**src/rtl/snapc_pkg.sv**
```systemverilog
package snapc_pkg;
  localparam int NUM_LIVE = 4;
  localparam int NUM_SRC  = 6;

  localparam int LIVE_CYC  = 0;
  localparam int LIVE_INSN = 1;
  localparam int LIVE_IRQ  = 2;
  localparam int LIVE_NMI  = 3;
  localparam int SRC_TNS   = 4;
  localparam int SRC_TSPL  = 5;

  localparam logic [7:0] OFS_CAPTURE = 8'h00;
  localparam logic [7:0] OFS_SELECT  = 8'h01;

  typedef enum logic [1:0] {
    STEP_INSN  = 2'd0,
    STEP_IRQ   = 2'd1,
    STEP_NMI   = 2'd2,
    STEP_OTHER = 2'd3
  } step_kind_e;
endpackage

```
**src/rtl/snapc_live_ctr.sv**
```systemverilog
module snapc_live_ctr #(
  parameter int W     = 64,
  parameter int INC_W = 8
) (
  input  logic             clk,
  input  logic             rst,
  input  logic             inc_en,
  input  logic [INC_W-1:0] inc_val,
  output logic [W-1:0]     count
);
  logic [W-1:0] inc_ext;
  assign inc_ext = {{(W-INC_W){1'b0}}, inc_val};

  always_ff @(posedge clk) begin
    if (rst)         count <= '0;
    else if (inc_en) count <= count + inc_ext;
  end
endmodule

```
**src/rtl/snapc_shadow_bank.sv**
```systemverilog
module snapc_shadow_bank #(
  parameter int W   = 64,
  parameter int NUM = 6
) (
  input  logic                    clk,
  input  logic                    rst,
  input  logic                    capture,
  input  logic [NUM-1:0][W-1:0]   src,
  output logic [NUM-1:0][W-1:0]   shadow
);
  for (genvar g = 0; g < NUM; g++) begin : g_slot
    always_ff @(posedge clk) begin
      if (rst)          shadow[g] <= '0;
      else if (capture) shadow[g] <= src[g];
    end
  end
endmodule

```
**src/rtl/snapc_window_mux.sv**
```systemverilog
module snapc_window_mux #(
  parameter int W   = 64,
  parameter int NUM = 6
) (
  input  logic [7:0]                   sel,
  input  logic [$clog2(W/8)-1:0]       byte_idx,
  input  logic [NUM-1:0][W-1:0]        shadow,
  output logic [7:0]                   win_byte
);
  logic [W-1:0] word;

  always_comb begin
    word = '0;
    for (int i = 0; i < NUM; i++) begin
      if (sel == 8'(i)) word = shadow[i];
    end
    win_byte = word[{byte_idx, 3'b000} +: 8];
  end
endmodule

```
**src/rtl/snap_counter_periph.sv**
```systemverilog
module snap_counter_periph
  import snapc_pkg::*;
#(
  parameter int CNT_W  = 64,
  parameter int ADDR_W = 4,
  parameter int CYC_W  = 8
) (
  input  logic              clk,
  input  logic              rst,
  input  logic [ADDR_W-1:0] bus_addr,
  input  logic              bus_wr,
  input  logic [7:0]        bus_wdata,
  output logic [7:0]        rd_data,
  input  logic              step_valid,
  input  logic [1:0]        step_kind,
  input  logic [CYC_W-1:0]  step_cycles,
  input  logic              time_valid,
  input  logic [CNT_W-1:0]  time_ns,
  input  logic [CNT_W/2-1:0] time_sec,
  input  logic [CNT_W/2-1:0] time_subns
);
  localparam int WIN_BYTES = CNT_W / 8;
  localparam int BIDX_W    = $clog2(WIN_BYTES);
  localparam logic [ADDR_W-1:0] WIN_LO = ADDR_W'(WIN_BYTES);
  localparam logic [ADDR_W-1:0] WIN_HI = ADDR_W'(2 * WIN_BYTES - 1);

  logic [NUM_LIVE-1:0][CNT_W-1:0] live_q;
  logic [NUM_LIVE-1:0]            inc_en;
  logic [NUM_LIVE-1:0][CYC_W-1:0] inc_val;
  logic [NUM_SRC-1:0][CNT_W-1:0]  src;
  logic [NUM_SRC-1:0][CNT_W-1:0]  shadow_q;
  logic [7:0]                     sel_q;
  logic [7:0]                     win_byte;
  logic [7:0]                     rd_next;
  logic                           do_capture;
  logic                           do_select;
  logic                           in_window;

  always_comb begin
    inc_en  = '0;
    inc_val = '0;
    inc_en[LIVE_CYC]   = step_valid;
    inc_val[LIVE_CYC]  = step_cycles;
    inc_en[LIVE_INSN]  = step_valid && (step_kind == STEP_INSN);
    inc_val[LIVE_INSN] = CYC_W'(1);
    inc_en[LIVE_IRQ]   = step_valid && (step_kind == STEP_IRQ);
    inc_val[LIVE_IRQ]  = CYC_W'(1);
    inc_en[LIVE_NMI]   = step_valid && (step_kind == STEP_NMI);
    inc_val[LIVE_NMI]  = CYC_W'(1);
  end

  for (genvar g = 0; g < NUM_LIVE; g++) begin : g_live
    snapc_live_ctr #(.W(CNT_W), .INC_W(CYC_W)) ctr_i (
      .clk     (clk),
      .rst     (rst),
      .inc_en  (inc_en[g]),
      .inc_val (inc_val[g]),
      .count   (live_q[g])
    );
  end

  always_comb begin
    for (int i = 0; i < NUM_LIVE; i++) src[i] = live_q[i];
    src[SRC_TNS]  = time_valid ? time_ns : '1;
    src[SRC_TSPL] = time_valid ? {time_sec, time_subns} : '1;
  end

  assign do_capture = bus_wr && (bus_addr == ADDR_W'(OFS_CAPTURE));
  assign do_select  = bus_wr && (bus_addr == ADDR_W'(OFS_SELECT));
  assign in_window  = (bus_addr >= WIN_LO) && (bus_addr <= WIN_HI);

  snapc_shadow_bank #(.W(CNT_W), .NUM(NUM_SRC)) bank_i (
    .clk     (clk),
    .rst     (rst),
    .capture (do_capture),
    .src     (src),
    .shadow  (shadow_q)
  );

  always_ff @(posedge clk) begin
    if (rst)            sel_q <= '0;
    else if (do_select) sel_q <= bus_wdata;
  end

  snapc_window_mux #(.W(CNT_W), .NUM(NUM_SRC)) mux_i (
    .sel      (sel_q),
    .byte_idx (bus_addr[BIDX_W-1:0]),
    .shadow   (shadow_q),
    .win_byte (win_byte)
  );

  always_comb begin
    if (bus_addr == ADDR_W'(OFS_SELECT)) rd_next = sel_q;
    else if (in_window)                  rd_next = win_byte;
    else                                 rd_next = '0;
  end

  always_ff @(posedge clk) begin
    if (rst) rd_data <= '0;
    else     rd_data <= rd_next;
  end
endmodule

```
**config.mk**
```make
export PLATFORM = sky130hd
export DESIGN_NAME = snap_counter_periph
export DESIGN_NICKNAME = d
export VERILOG_FILES = /design/src/rtl/snapc_pkg.sv /design/src/rtl/snapc_live_ctr.sv /design/src/rtl/snapc_shadow_bank.sv /design/src/rtl/snapc_window_mux.sv /design/src/rtl/snap_counter_periph.sv
export SDC_FILE = /design/constraint.sdc
export NUM_CORES = 2
export LEC_CHECK = 0
export BUFFER_PORTS_ARGS = -buffer_cell sky130_fd_sc_hd__buf_2
export CAP_MARGIN = 40
export CORE_MARGIN = 5
export CORE_UTILIZATION = 50
export CTS_CLUSTER_SIZE = 12
export DETAILED_ROUTE_END_ITERATION = 8
export GPL_ROUTABILITY_DRIVEN = 0
export HOLD_SLACK_MARGIN = 0.15
export PLACE_DENSITY = 0.67
export REMOVE_ABC_BUFFERS = 1
export SYNTH_ARGS = -nofsm -noshare
export SYNTH_HDL_FRONTEND = slang
export SYNTH_SLANG_ARGS = --single-unit
export TNS_END_PERCENT = 1
```
**constraint.sdc**
```tcl
create_clock -name clk -period 7.7 [get_ports clk]
set_input_delay 0.77 -clock clk [delete_from_list [all_inputs] [get_ports clk]]
set_output_delay 0.77 -clock clk [all_outputs]
set_load 0.005 [all_outputs]
```
### After elaboration in Yosys (flattened, before gate mapping)

Index checks and enable logic that the tools add are counted.

| word-level totals | value |
|---|---|
| bits in registers | 656 |
| bits of input ports | 155 |
| output and inout port bits | 8 |
| word-level logic and storage cells | 46 |

| operators by class | value |
|---|---|
| $add $sub $neg | 4 |
| $lt $le $gt $ge | 2 |
| equality and inequality tests | 8 |
| shift operators | 1 |
| muxes and demuxes | 10 |
| reduce and logical (&&, ||, !) cells | 9 |

Operator list:

| operator | count |
|---|---|
| 2-to-1 mux 64 bit | 8 |
| adder 64 x 1 -> 64 bit (second input constant) | 3 |
| adder 64 x 8 -> 64 bit | 1 |
| variable part select 64 x 7 -> 8 bit | 1 |
| == test 8 x 2 -> 1 bit (second input constant) | 2 |
| == test 8 x 3 -> 1 bit (second input constant) | 2 |
| 2-to-1 mux 8 bit | 2 |
| == test 8 x 1 -> 1 bit (second input constant) | 1 |
| logical NOT 8 bit | 1 |
| logical AND 1 bit | 6 |
| == test 4 x 1 -> 1 bit (second input constant) | 1 |
| greater-or-equal comparator 4 bit (second input constant) | 1 |
| <= comparator 4 bit (second input constant) | 1 |
| logical NOT 4 bit | 1 |
| == test 2 x 1 -> 1 bit (second input constant) | 1 |
| == test 2 bit (second input constant) | 1 |
| logical NOT 2 bit | 1 |

### Depth between registers and ports, before layout

| depth | value |
|---|---|
| depth after elaboration | 10 |
| depth in mapped cells | 11 |
| mapped depth without buffers | 9 |

### Modules after synthesis

From an unflattened synthesis, not the netlist that was laid out.

| unflattened totals | value |
|---|---|
| cell total of the unflattened synthesis | 3506 |
| area total of the unflattened synthesis | 33120.5 um^2 |

Modules (own cells, without submodules):

| module | times used | cells an instance | area an instance (um^2) | seq. area each (um^2) |
|---|---|---|---|---|
| snapc_shadow_bank | 1 | 1238 | 13970.9 | 7687.4 |
| snapc_live_ctr (g_live[0].ctr_i ...) | 2 | 441 | 3679.8 | 1281.2 |
| snapc_window_mux | 1 | 389 | 3462.1 | 0.0 |
| snapc_live_ctr (g_live[1].ctr_i) | 1 | 394 | 3440.8 | 1281.2 |
| snapc_live_ctr (g_live[2].ctr_i) | 1 | 392 | 3337.0 | 1281.2 |
| snap_counter_periph | 1 | 211 | 1550.2 | 320.3 |

### Worst setup path before layout

No wires, ideal clock.

| timing path | value |
|---|---|
| kind | in2reg |
| start point | input port step_cycles[0] |
| end point | register g_live[0].ctr_i.count[26] |
| setup time | 128 ps |
| arrival | 2933 ps |
| data required time | 7572 ps |
| setup slack | 4639 ps |
| cell stages on the path | 10 |
| path buffers | 1 |
| cell sequence | ha_1 > fa_1 > a21oi_1 > o21bai_1 > a2111oi_0 > o21a_1 > clkbuf_1 > nor4_1 > xnor2_1 > nor2_1 |

| between the ends | value |
|---|---|
| cells in the longest elaborated chain, start to end | 1 |

RTL lines:

| what | line | RTL |
|---|---|---|
| start: declaration | snap_counter_periph.sv:16 | `input logic [CYC_W-1:0] step_cycles,` |
| adder 64 x 8 -> 64 bit | snapc_live_ctr.sv:16 | `else if (inc_en) count <= count + inc_ext;` |
| end signal: assignment | snapc_live_ctr.sv:16 |  |
| end: declaration | snapc_live_ctr.sv:9 | `output logic [W-1:0] count` |

No other way between the ends.
A chain may end at the register's enable or synchronous reset.

### Final worst setup path

| timing path | value |
|---|---|
| start point | register sel_q[0] |
| end point | register rd_data[4] |

| between the ends | value |
|---|---|
| cells in the longest elaborated chain, start to end | 10 |
| elaborated cells between the ends (all ways) | 15 |
| classes of those cells | 5 x eq/ne; 1 x shift; 8 x mux; 1 x reduce/logical |

RTL lines:

| what | line | RTL |
|---|---|---|
| start: declaration | snap_counter_periph.sv:32 | `logic [7:0] sel_q;` |
| start signal: assignment | snap_counter_periph.sv:82 | `else if (do_select) sel_q <= bus_wdata;` |
| logical NOT 8 bit | snapc_window_mux.sv:15 | `if (sel == 8'(i)) word = shadow[i];` |
| 2-to-1 mux 64 bit (5 in a row) | snapc_window_mux.sv:15 |  |
| 2-to-1 mux 64 bit (*) | snapc_window_mux.sv:15 |  |
| variable part select 64 x 7 -> 8 bit (*) | snapc_window_mux.sv:17 | `win_byte = word[{byte_idx, 3'b000} +: 8];` |
| 2-to-1 mux 8 bit (*) | snap_counter_periph.sv:94 | `else if (in_window) rd_next = win_byte;` |
| 2-to-1 mux 8 bit (*) | snap_counter_periph.sv:93 | `if (bus_addr == ADDR_W'(OFS_SELECT)) rd_next = sel_q;` |
| end signal: assignment | snap_counter_periph.sv:100 | `else rd_data <= rd_next;` |
| end: declaration | snap_counter_periph.sv:13 | `output logic [7:0] rd_data,` |

Mark *: on every way between the ends. The rest lies on a longest branch, timed or not.

==> flow_metrics.env <==
export IMPL_grt_use_met2=0.4276
export IMPL_path_depth=7
export IMPL_clock_sinks=656
export IMPL_wl_per_cell_um=19.69
export IMPL_rsz0062_at_grt="false"
export IMPL_ys_seq_elements=656
export IMPL_cts_resized=0
export IMPL_path_clk_slew_ps=70
export IMPL_core_area_mm2=0.05770
export IMPL_cp_end_kind="flip-flop"
export IMPL_slowest_stage="or4_1"
export IMPL_min_to="sel_q[3]"
export IMPL_cts_buffer_depth=3
export IMPL_period_share=0.4912
export IMPL_fin_tns_setup_ps=0
export IMPL_cts_tree="done"
export IMPL_routed_wl_um=86060
export IMPL_grt_max_degree=209
export IMPL_status="finished clean"
export IMPL_seq_area_frac_synth=0.4514
export IMPL_die_x_um=251.2
export IMPL_areaGrowthSynthToFinish_pct=11.97
export IMPL_stdcell_count=4370
export IMPL_grt_pass1_wl_um=133500
export IMPL_ir_drop_v=0.0001814
export IMPL_max_freq_ghz=0.2644
export IMPL_r2r_start="sel_q[0]"
export IMPL_cp_required_ps=8250
export IMPL_final_util=0.5646
export IMPL_synth_warning_count=0
export IMPL_hold_path_startpoint="bus_wdata[3]"
export IMPL_tightest_slew_ps=1159
export IMPL_r2r_end="rd_data[4]"
export IMPL_yosysUniqueCellTypes=81
export IMPL_worstSetupPathType="flip-flop to flip-flop"
export IMPL_met3_usage=0.05721
export IMPL_cp_start_kind="flip-flop"
export IMPL_port_buffers=162
export IMPL_viasPerCell=5.773
export IMPL_cts_setup_buffers=0
export IMPL_n_antenna_cell=0
export IMPL_holdWs_ps=425.3
export IMPL_crit_family="compound AO/OA/AOI/OAI gates"
export IMPL_die_area_mm2=0.06311
export IMPL_r2r_slack_ps=3920
export IMPL_rows=88
export IMPL_htreeDepth=3
export IMPL_initial_core_util=0.5042
export IMPL_drtIter0Drc=2444
export IMPL_finalClockSkew_ps=21.22
export IMPL_remaining_drc_errors=0
export IMPL_dp_worst_setup_slack_ps=3951
export IMPL_setup_slack_ps=3918
export IMPL_synth_edf_count=0
export IMPL_powerDensity_mw_per_mm2=214.4
export IMPL_min_path_cells=3
export IMPL_fin_crit_ps=3782
export IMPL_hold_path_class="primary input to flip-flop"
export IMPL_path_buf_inv=2
export IMPL_first_pass_iters=5
export IMPL_ios=163
export IMPL_ant_nets=0
export IMPL_vias=25230
export IMPL_final_common_cell="dfxtp_1"
export IMPL_max_slew_margin=0.2276
export IMPL_yosys_area_top_type_share=0.4514
export IMPL_slowest_delay_ps=900
export IMPL_grt_pass1_vias=23510
export IMPL_synth_area_per_cell_um2=8.255
export IMPL_crit_chain="buf_4 > inv_1 > or4_1 > o221ai_1 > a21oi_1 > a2111oi_0 > a211o_1"
export IMPL_synthFlopType="dfxtp_1"
export IMPL_cap_viol_max_count=0
export IMPL_register_area_mm2=0.01314
export IMPL_die_h_um=251.2
export IMPL_slew_violations=0
export IMPL_startpoint="sel_q[0]"
export IMPL_dp_cells=4249
export IMPL_reg2regPathDepth=7
export IMPL_fillers=5419
export IMPL_grt_busiest_layer="met2"
export IMPL_dpl_hpwl_um=59400
export IMPL_cts_root_buf="clkbuf_16"
export IMPL_insertion_delay_ps=610
export IMPL_synthTopCellsByArea="dfxtp_1 (45%), nand2_1 (8.4%), a21oi_1 (6.2%), nor2_1 (5.0%), xor2_1 (3.7%)"
export IMPL_ys_async_sr_fraction=0
export IMPL_final_hold_viol_count=0
export IMPL_yosysTopAreaCell="dfxtp_1"
export IMPL_p_leak_nw=10.90
export IMPL_grt_overflow=0
export IMPL_arrival_ps=4340
export IMPL_setup_violations=0
export IMPL_syn_inst=3524
export IMPL_layout_common_cells="dfxtp_1 (654), nand2_1 (649), nor2_1 (388)"
export IMPL_synthesis_area_mm2=0.02909
export IMPL_use_met1=0.3460
export IMPL_critPathMaxFanout=36
export IMPL_cts_hold_buffers=0
export IMPL_multiInputGateArea_mm2=0.01493
export IMPL_antenna_found_initial=0
export IMPL_final_nets=3726
export IMPL_numCtsBuffers=70
export IMPL_layout_drive_gt1_share=0.1082
export IMPL_grt_total_usage=0.2627
[registers in the layout, summed over array words and instances (netlist names)]
| name | count |
|---|---|
| sel_q | 8 |
| bank_i.shadow | 384 |
| g_live.ctr_i.count | 256 |
| rd_data | 8 |
[cells in the mapped netlist, types with 12 or more instances]
cell type / count
clkbuf_1: 210
a22oi_1: 18
nand4_1: 59
nor3b_1: 130
nor3_1: 164
nand3_1: 93
and2_1: 14
inv_1: 35
and3_1: 46
buf_2: 19
nand2_1: 649
mux4_2: 38
o21ai_0: 69
xor2_1: 122
xnor2_1: 77
nor4_1: 26
mux2_2: 12
mux2i_1: 51
nor2b_1: 16
or3_1: 45
a21oi_1: 358
nor2_1: 388
and4_1: 30
dfxtp_1: 656
a211oi_1: 21
[worst max path at each step]
stage	slack [ps]	to
3_5_place_dp	3950	g_live[0].ctr_i.count[54]
3_3_place_gp	3890	bank_i.shadow[293]
2_1_floorplan	-1790	bank_i.shadow[320]
4_1_cts	3970	rd_data[4]
5_1_grt	3660	rd_data[0]
6_report	3920	rd_data[4]
[layout make-up]
| class | instances | area share |
|---|---|---|
| sequential | 656 | 0.4034 |
| clock inverter | 14 | 0.002804 |
| clock buffer | 104 | 0.06265 |
| inverter | 36 | 0.004148 |
| timing repair buffer | 204 | 0.03922 |
| tap | 765 | 0.02938 |
| multi-input combinational | 2591 | 0.4584 |
[tightest hold or removal path: stages]
cell and delay [ps]:
buf_2 90, mux2i_1 60, nor2_1 80
[logic make-up (layout without fill, tap and decap cells)]
group           after synthesis  after routing  share of synthesized area
simple gates               1716           1716                     0.2827
xor+xnor                    199            199                    0.05991
buf+inv                     277            358                    0.03682
mux                         101            101                    0.05161
fa+ha+maj                    12             12                   0.005419
flops                       656            656                     0.4514
compound gates              563            563                     0.1121
[report_power, final]
| part | switching (mW) | internal (mW) | leakage [nW] |
|---|---|---|---|
| Sequential | 0.0264 | 3.42 | 5.29 |
| Combinational | 0.210 | 0.117 | 4.55 |
| Clock | 1.38 | 1.83 | 1.05 |
| Total | 1.62 | 5.37 | 10.9 |
[metal layers]
| metal | vias to the layer above | wire length [um] | part of all wire |
|---|---|---|---|
| met1 | 12080 | 36120 | 0.42 |
| met2 | 743 | 40440 | 0.47 |
| met4 | 0 | 3466 | 0.040 |
| met5 | - | 0 | 0 |
| met3 | 170 | 6038 | 0.070 |
| li1 | 12240 | - | - |
[metrics by stage]
| stage | instance area [um^2] | power, mW |
|---|---|---|
| after global routing | 32580 | 7.184 |
| after floorplan | 28160 | 3.659 |
| after CTS | 32560 | 7.022 |
| final | 32580 | 6.984 |
| after detailed placement | 30430 | 3.841 |
| after global placement | 30260 | 3.831 |
Note: power is estimated with default switching activity, not from simulation.
